===== config.mk =====
export PLATFORM = sky130hd
export DESIGN_NAME = sts_descrambler_b1
export DESIGN_NICKNAME = d
export VERILOG_FILES = /design/src/rtl/stsd_pkg.sv /design/src/rtl/stsd_frame_fsm.sv /design/src/rtl/stsd_keygen.sv /design/src/rtl/stsd_bip_check.sv /design/src/rtl/sts_descrambler_b1.sv
export SDC_FILE = /design/constraint.sdc
export NUM_CORES = 1
export LEC_CHECK = 0
export ABC_AREA = 1
export ABC_CLOCK_PERIOD_IN_PS = 10000
export BUFFER_PORTS_ARGS = -buffer_cell sky130_fd_sc_hd__buf_2
export CORE_MARGIN = 2
export CORE_UTILIZATION = 55
export DETAILED_ROUTE_END_ITERATION = 10
export PLACE_DENSITY_LB_ADDON = 0.1
export SLEW_MARGIN = 10
export SYNTH_ARGS = -nofsm -noshare
export SYNTH_HDL_FRONTEND = slang
export SYNTH_SLANG_ARGS = --single-unit

===== constraint.sdc =====
create_clock -name clk -period 10 [get_ports clk]
set_clock_uncertainty 0.1 [all_clocks]
set_input_delay 2 -clock clk [delete_from_list [all_inputs] [get_ports clk]]
set_output_delay 2 -clock clk [all_outputs]
set_load 0.02 [all_outputs]

===== src/rtl/stsd_pkg.sv =====
package stsd_pkg;

    typedef enum logic [2:0] {
        ST_IDLE,
        ST_HDR_FIRST,
        ST_BODY_FIRST,
        ST_HDR,
        ST_BODY
    } frame_st_t;

    localparam int WORD_W = 32;
    localparam int LFSR_W = 7;

    function automatic logic [7:0] fold_bytes(input logic [WORD_W-1:0] w);
        return w[31:24] ^ w[23:16] ^ w[15:8] ^ w[7:0];
    endfunction

    function automatic logic [3:0] ones8(input logic [7:0] b);
        logic [3:0] n;
        n = '0;
        for (int i = 0; i < 8; i++) begin
            n = n + {3'b000, b[i]};
        end
        return n;
    endfunction

endpackage


===== src/rtl/stsd_frame_fsm.sv =====
module stsd_frame_fsm
    import stsd_pkg::*;
#(
    parameter int N_STS = 48,
    localparam int WORDS = 810 * N_STS / 4,
    localparam int HDR_W = 3 * N_STS / 4,
    localparam int B1_W  = 90 * N_STS / 4,
    localparam int POS_W = $clog2(WORDS)
) (
    input  logic             clk,
    input  logic             rst_n,
    input  logic             in_fp,
    output frame_st_t        st_cur,
    output logic [POS_W-1:0] pos_cur,
    output logic             active,
    output logic             body,
    output logic             seed,
    output logic             frame_start,
    output logic             b1_slot
);

    frame_st_t        st_q, st_d;
    logic [POS_W-1:0] pos_q, pos_d;
    logic             at_start, at_body;

    always_comb begin
        if (in_fp) begin
            pos_d = '0;
        end else if (st_q == ST_IDLE) begin
            pos_d = pos_q;
        end else if (pos_q == POS_W'(WORDS - 1)) begin
            pos_d = '0;
        end else begin
            pos_d = pos_q + 1'b1;
        end
    end

    assign at_start = (pos_d == '0);
    assign at_body  = (pos_d == POS_W'(HDR_W));

    always_comb begin
        st_d = st_q;
        unique case (st_q)
            ST_IDLE:       st_d = in_fp ? ST_HDR_FIRST : ST_IDLE;
            ST_HDR_FIRST:  st_d = at_start ? ST_HDR :
                                  (at_body ? ST_BODY_FIRST : ST_HDR_FIRST);
            ST_BODY_FIRST: st_d = at_start ? ST_HDR : ST_BODY_FIRST;
            ST_HDR:        st_d = at_start ? ST_HDR :
                                  (at_body ? ST_BODY : ST_HDR);
            ST_BODY:       st_d = at_start ? ST_HDR : ST_BODY;
            default:       st_d = ST_IDLE;
        endcase
    end

    always_ff @(posedge clk) begin
        if (!rst_n) begin
            st_q  <= ST_IDLE;
            pos_q <= '0;
        end else begin
            st_q  <= st_d;
            pos_q <= pos_d;
        end
    end

    always_comb begin
        st_cur      = st_d;
        pos_cur     = pos_d;
        active      = (st_d != ST_IDLE);
        body        = (st_d == ST_BODY_FIRST) || (st_d == ST_BODY);
        seed        = body && at_body;
        frame_start = active && at_start;
        b1_slot     = (st_d == ST_BODY) && (pos_d == POS_W'(B1_W));
    end

endmodule


===== src/rtl/stsd_keygen.sv =====
module stsd_keygen
    import stsd_pkg::*;
(
    input  logic              clk,
    input  logic              rst_n,
    input  logic              run,
    input  logic              seed,
    output logic [WORD_W-1:0] key
);

    logic [LFSR_W-1:0] g_q, g_n;

    always_comb begin
        logic [LFSR_W-1:0] g;
        g = seed ? {LFSR_W{1'b1}} : g_q;
        for (int i = WORD_W - 1; i >= 0; i--) begin
            key[i] = g[6];
            g      = {g[5:0], g[6] ^ g[5]};
        end
        g_n = g;
    end

    always_ff @(posedge clk) begin
        if (!rst_n) begin
            g_q <= {LFSR_W{1'b1}};
        end else if (run) begin
            g_q <= g_n;
        end
    end

endmodule


===== src/rtl/stsd_bip_check.sv =====
module stsd_bip_check
    import stsd_pkg::*;
#(
    parameter int CNT_W = 16
) (
    input  logic              clk,
    input  logic              rst_n,
    input  logic [WORD_W-1:0] raw_word,
    input  logic [7:0]        b1_byte,
    input  logic              active,
    input  logic              frame_start,
    input  logic              check,
    input  logic              err_clr,
    output logic              b1_err,
    output logic              b1_alarm,
    output logic [CNT_W-1:0]  b1_err_count
);

    localparam logic [CNT_W-1:0] CNT_MAX = {CNT_W{1'b1}};

    logic [7:0]     acc_q, bip_prev_q, mism;
    logic [3:0]     nbits;
    logic [CNT_W:0] sum;
    logic           hit;

    assign mism  = b1_byte ^ bip_prev_q;
    assign nbits = ones8(mism);
    assign hit   = check && (mism != 8'h00);
    assign sum   = {1'b0, b1_err_count} + (CNT_W + 1)'(nbits);

    always_ff @(posedge clk) begin
        if (!rst_n) begin
            acc_q      <= '0;
            bip_prev_q <= '0;
        end else if (frame_start) begin
            bip_prev_q <= acc_q;
            acc_q      <= fold_bytes(raw_word);
        end else if (active) begin
            acc_q      <= acc_q ^ fold_bytes(raw_word);
        end
    end

    always_ff @(posedge clk) begin
        if (!rst_n) begin
            b1_err       <= 1'b0;
            b1_alarm     <= 1'b0;
            b1_err_count <= '0;
        end else begin
            b1_err <= hit;
            if (err_clr) begin
                b1_alarm     <= 1'b0;
                b1_err_count <= '0;
            end else if (hit) begin
                b1_alarm     <= 1'b1;
                b1_err_count <= (sum > {1'b0, CNT_MAX}) ? CNT_MAX : sum[CNT_W-1:0];
            end
        end
    end

endmodule


===== src/rtl/sts_descrambler_b1.sv =====
module sts_descrambler_b1
    import stsd_pkg::*;
#(
    parameter int N_STS = 48,
    parameter int CNT_W = 16,
    localparam int WORDS = 810 * N_STS / 4,
    localparam int POS_W = $clog2(WORDS)
) (
    input  logic             clk,
    input  logic             rst_n,
    input  logic [31:0]      in_word,
    input  logic             in_fp,
    input  logic             dscr_off,
    input  logic             err_clr,
    output logic [31:0]      out_word,
    output logic             out_fp,
    output logic             b1_err,
    output logic             b1_alarm,
    output logic [CNT_W-1:0] b1_err_count
);

    frame_st_t        st_cur;
    logic [POS_W-1:0] pos_cur;
    logic             active, body, seed, frame_start, b1_slot;
    logic [31:0]      key, clear_word;

    stsd_frame_fsm #(.N_STS(N_STS)) u_fsm (
        .clk         (clk),
        .rst_n       (rst_n),
        .in_fp       (in_fp),
        .st_cur      (st_cur),
        .pos_cur     (pos_cur),
        .active      (active),
        .body        (body),
        .seed        (seed),
        .frame_start (frame_start),
        .b1_slot     (b1_slot)
    );

    stsd_keygen u_key (
        .clk   (clk),
        .rst_n (rst_n),
        .run   (body),
        .seed  (seed),
        .key   (key)
    );

    assign clear_word = (body && !dscr_off) ? (in_word ^ key) : in_word;

    stsd_bip_check #(.CNT_W(CNT_W)) u_bip (
        .clk          (clk),
        .rst_n        (rst_n),
        .raw_word     (in_word),
        .b1_byte      (clear_word[31:24]),
        .active       (active),
        .frame_start  (frame_start),
        .check        (b1_slot),
        .err_clr      (err_clr),
        .b1_err       (b1_err),
        .b1_alarm     (b1_alarm),
        .b1_err_count (b1_err_count)
    );

    always_ff @(posedge clk) begin
        if (!rst_n) begin
            out_word <= '0;
            out_fp   <= 1'b0;
        end else begin
            out_word <= clear_word;
            out_fp   <= in_fp;
        end
    end

endmodule


==> key figures <==
Timing
  • Hold Vio Cnt, Final: 0
  • Final period util: 0.934
  • Worst-Margin Slew: 1.12 ns
  • Fin crit period: 9.34 ns
  • Setup ws final: 0.665 ns
  • Final setup fails: 0
  • Setup TNS: 0 ns
  • Worst slew margin relative to its limit: 0.251
  • Unrepaired setup endpoints after global routing: false
  • Max Slew Vio Count: 0
  • Highest Clock Rate: between 0.1 and 0.15 GHz

Worst setup path
  • CP required: 10.21 ns
  • CP Max Fanout: 23
  • Crit-path slowest cell: fa_1
  • Worst setup SP type: input port
  • Setup CP Type: input port to flip-flop
  • Worst Reg-to-Reg Cells: 48
  • Worst setup EP type: flip-flop
  • Worst Path Arrival: 9.55 ns
  • CP most frequent cell: nand2_1
  • CP peak stage delay: about 0.53 ns

Cells and area
  • Reg area: 1820 µm²
  • Layout cells sized above 1: 0.180
  • Filler cells: 1,005
  • Fin nets: 996
  • Syn-to-layout area delta: 13.7%
  • Antenna diode count: 0
  • Design Area, Final: 6590 µm²
  • Commonest non-fill, non-tap cell in the layout: nand2_1
  • Area of the multi-input gates: 3460 µm²
  • Most frequent cells in the layout: nand2_1 (214), inv_1 (96), nor2_1 (93)

Yosys
  • Syn Area/Cell: 6.72 µm²
  • Mapped Area: 5790 µm²
  • Seq cells post-synth: 91
  • Main synth FF type: dfxtp_1
  • Number of flops mapped to enable cells by yosys: 0
  • Synth warn: 0
  • Netlist cell types: 46
  • Post-Syn Nets: 913
  • Mapped Cells: 862
  • Seq/Total Area, Yosys: 0.315
  • Post-synthesis async set-or-reset flop share: 0

Die
  • Core area: 10,300 µm²
  • # rows: 37
  • Initial Util: 0.563
  • Height of the die: 107 µm
  • Die ar.: 11,400 µm²
  • I/O pin cnt: 88
  • Die Width: 107 µm

Clock network
  • CTS Buf Count: 9
  • Root Buffer: clkbuf_8
  • Sink Count: 91
  • Clock slew at reported path FFs: ~0.090 ns
  • Post-CTS Setup Inserts: 0
  • CTS tree: yes
  • CTS max path bufs: 2
  • Worst-Skew Late Latency: 0.38 ns
  • CTS H-Tree Depth: 3

Routing
  • Drt wl/cell: 13.7 µm
  • First drt pass iteration count: 7
  • DRT antenna net count: 0
  • Via count: between 5,000 and 6,000
  • Vias per cell: 5.34
  • Drt drc: 0
  • Final wirelength: roughly 15,000 µm
  • 1st-iter DRT viols: 330

Pwr
  • Power per standard cell area: 274 nW/µm²
  • Int Pwr: 925 µW
  • Power Total: 1800 µW
  • Switching Power: 878 µW
  • Sequential share of power: 0.258
  • Combinational share of power: 0.581
  • Leakage Power: between 0.003 and 0.004 µW
  • Clock power frac: 0.162
  • Max VDD drop: 0.138 mV
  • Sw frac: 0.487

Global routing
  • GR Util All Layers: 0.274
  • Initial antenna violation count: 1
  • Vias in the first global route: 5,520
  • First-pass GRT wire length: 25,000 µm
  • Largest net degree at the start of global routing: 44
  • GR Overflow Total: 0

Place
  • Area post-placement: 6330 µm²
  • PortBufs: 87
  • Worst Setup Slack post-DPL: between 0.08 and 0.09 ns
  • GP Congestion: 0.904
  • Post-DP HPWL: 11,400 µm

Run
  • Max Cap Viol: 0

Status
  • Run status: finished, final reports clean

Worst hold path
  • Hold Path Class: flip-flop to flip-flop
  • Hold Path Depth: 2
layout make-up:
type / count / area share
Multi-Input combinational cell: 639 / 0.526
Sequential cell: 91 / 0.277
Timing Repair Buffer: 94 / 0.0741
Inverter: 110 / 0.0627
Tap cell: 136 / 0.0258
Clock buffer: 10 / 0.0209
Clock inverter: 6 / 0.0143
repair_timing:
item | in CTS | in global routing
hold endpoints to repair | 0 | 0
setup endpoints to repair | 0 | 13
resized for setup | 0 | 4
hold buffers | 0 | 0
stage by stage:
stage          instances  utilization  hold WS, ns
2_1_floorplan        862            -        0.338
3_3_place_gp        1070        0.616        0.332
3_5_place_dp        1070        0.616        0.344
4_1_cts             1086        0.639        0.359
5_1_grt             1086        0.641        0.383
6_report            1086        0.641        0.357
flip-flops by register name (all words and copies together), names as in the netlist:
| signal | count |
|---|---|
| u_fsm.st_q | 3 |
| u_bip.acc_q | 8 |
| out_fp | 1 |
| u_bip.b1_err | 1 |
| u_bip.b1_err_count | 16 |
| u_key.g_q | 7 |
| u_bip.bip_prev_q | 8 |
| u_bip.b1_alarm | 1 |
| u_fsm.pos_q | 14 |
| out_word | 32 |
critical path: cells and delay by family:
family	cells	cell delay, ns
XOR/XNOR	1	0.20
adder cells (fa/ha/maj)	6	2.75
buffers and inverters	10	0.97
AO/OA/AOI/OAI	4	0.87
AND/OR/NAND/NOR	22	2.76
path summary, 6_finish.rpt:
check,to,from,slack [ns]
worst max register to register,u_bip.b1_err_count[13],u_fsm.pos_q[0],1.45
worst max-delay path,u_bip.b1_err_count[13],in_fp,0.66
worst min register to register,u_bip.b1_alarm,u_bip.b1_alarm,0.36
worst min-delay path,u_bip.b1_alarm,u_bip.b1_alarm,0.36
power groups by stage:
| stage | Combinational [µW] | Clock (µW) | Sequential, µW |
|---|---|---|---|
| 2_1_floorplan | 785 | 0 | 486 |
| 3_3_place_gp | 1000 | 0 | 470 |
| 3_5_place_dp | 1030 | 0 | 471 |
| 4_1_cts | 1040 | 297 | 464 |
| 5_1_grt | 1180 | 309 | 473 |
| 6_report | 1050 | 292 | 464 |
logic make-up after synthesis:
kind of cell	synth area share
AO/OA/AOI/OAI	0.139
XOR/XNOR	0.0618
adder cells (fa/ha/maj)	0.0367
buffers and inverters	0.0912
flip-flops	0.315
multiplexers	0.00173
AND/OR/NAND/NOR	0.355
per-layer routing:
layer  part of all wire  global-route usage  wire length (µm)
met5                  0                   0                 0
met4              0.026               0.119               392
met3              0.046              0.0413               688
met2               0.50               0.491              7420
met1               0.43               0.325              6430
synth_stat cells (8+ instances only):
| library cell | n | area, µm² |
|---|---|---|
| a21oi_1 | 66 | 330 |
| clkbuf_1 | 15 | 56.3 |
| dfxtp_1 | 91 | 1820 |
| ha_1 | 9 | 113 |
| inv_1 | 97 | 364 |
| inv_2 | 12 | 45.0 |
| nand2_1 | 214 | 803 |
| nand2_2 | 8 | 50.1 |
| nand3_1 | 51 | 255 |
| nand3b_1 | 9 | 67.6 |
| nor2_1 | 93 | 349 |
| nor2_2 | 9 | 56.3 |
| nor3_1 | 21 | 105 |
| o211ai_1 | 9 | 67.6 |
| o21ai_0 | 36 | 180 |
| xnor2_1 | 25 | 219 |
| xor2_1 | 14 | 123 |
(Power assumes the default switching activity.)
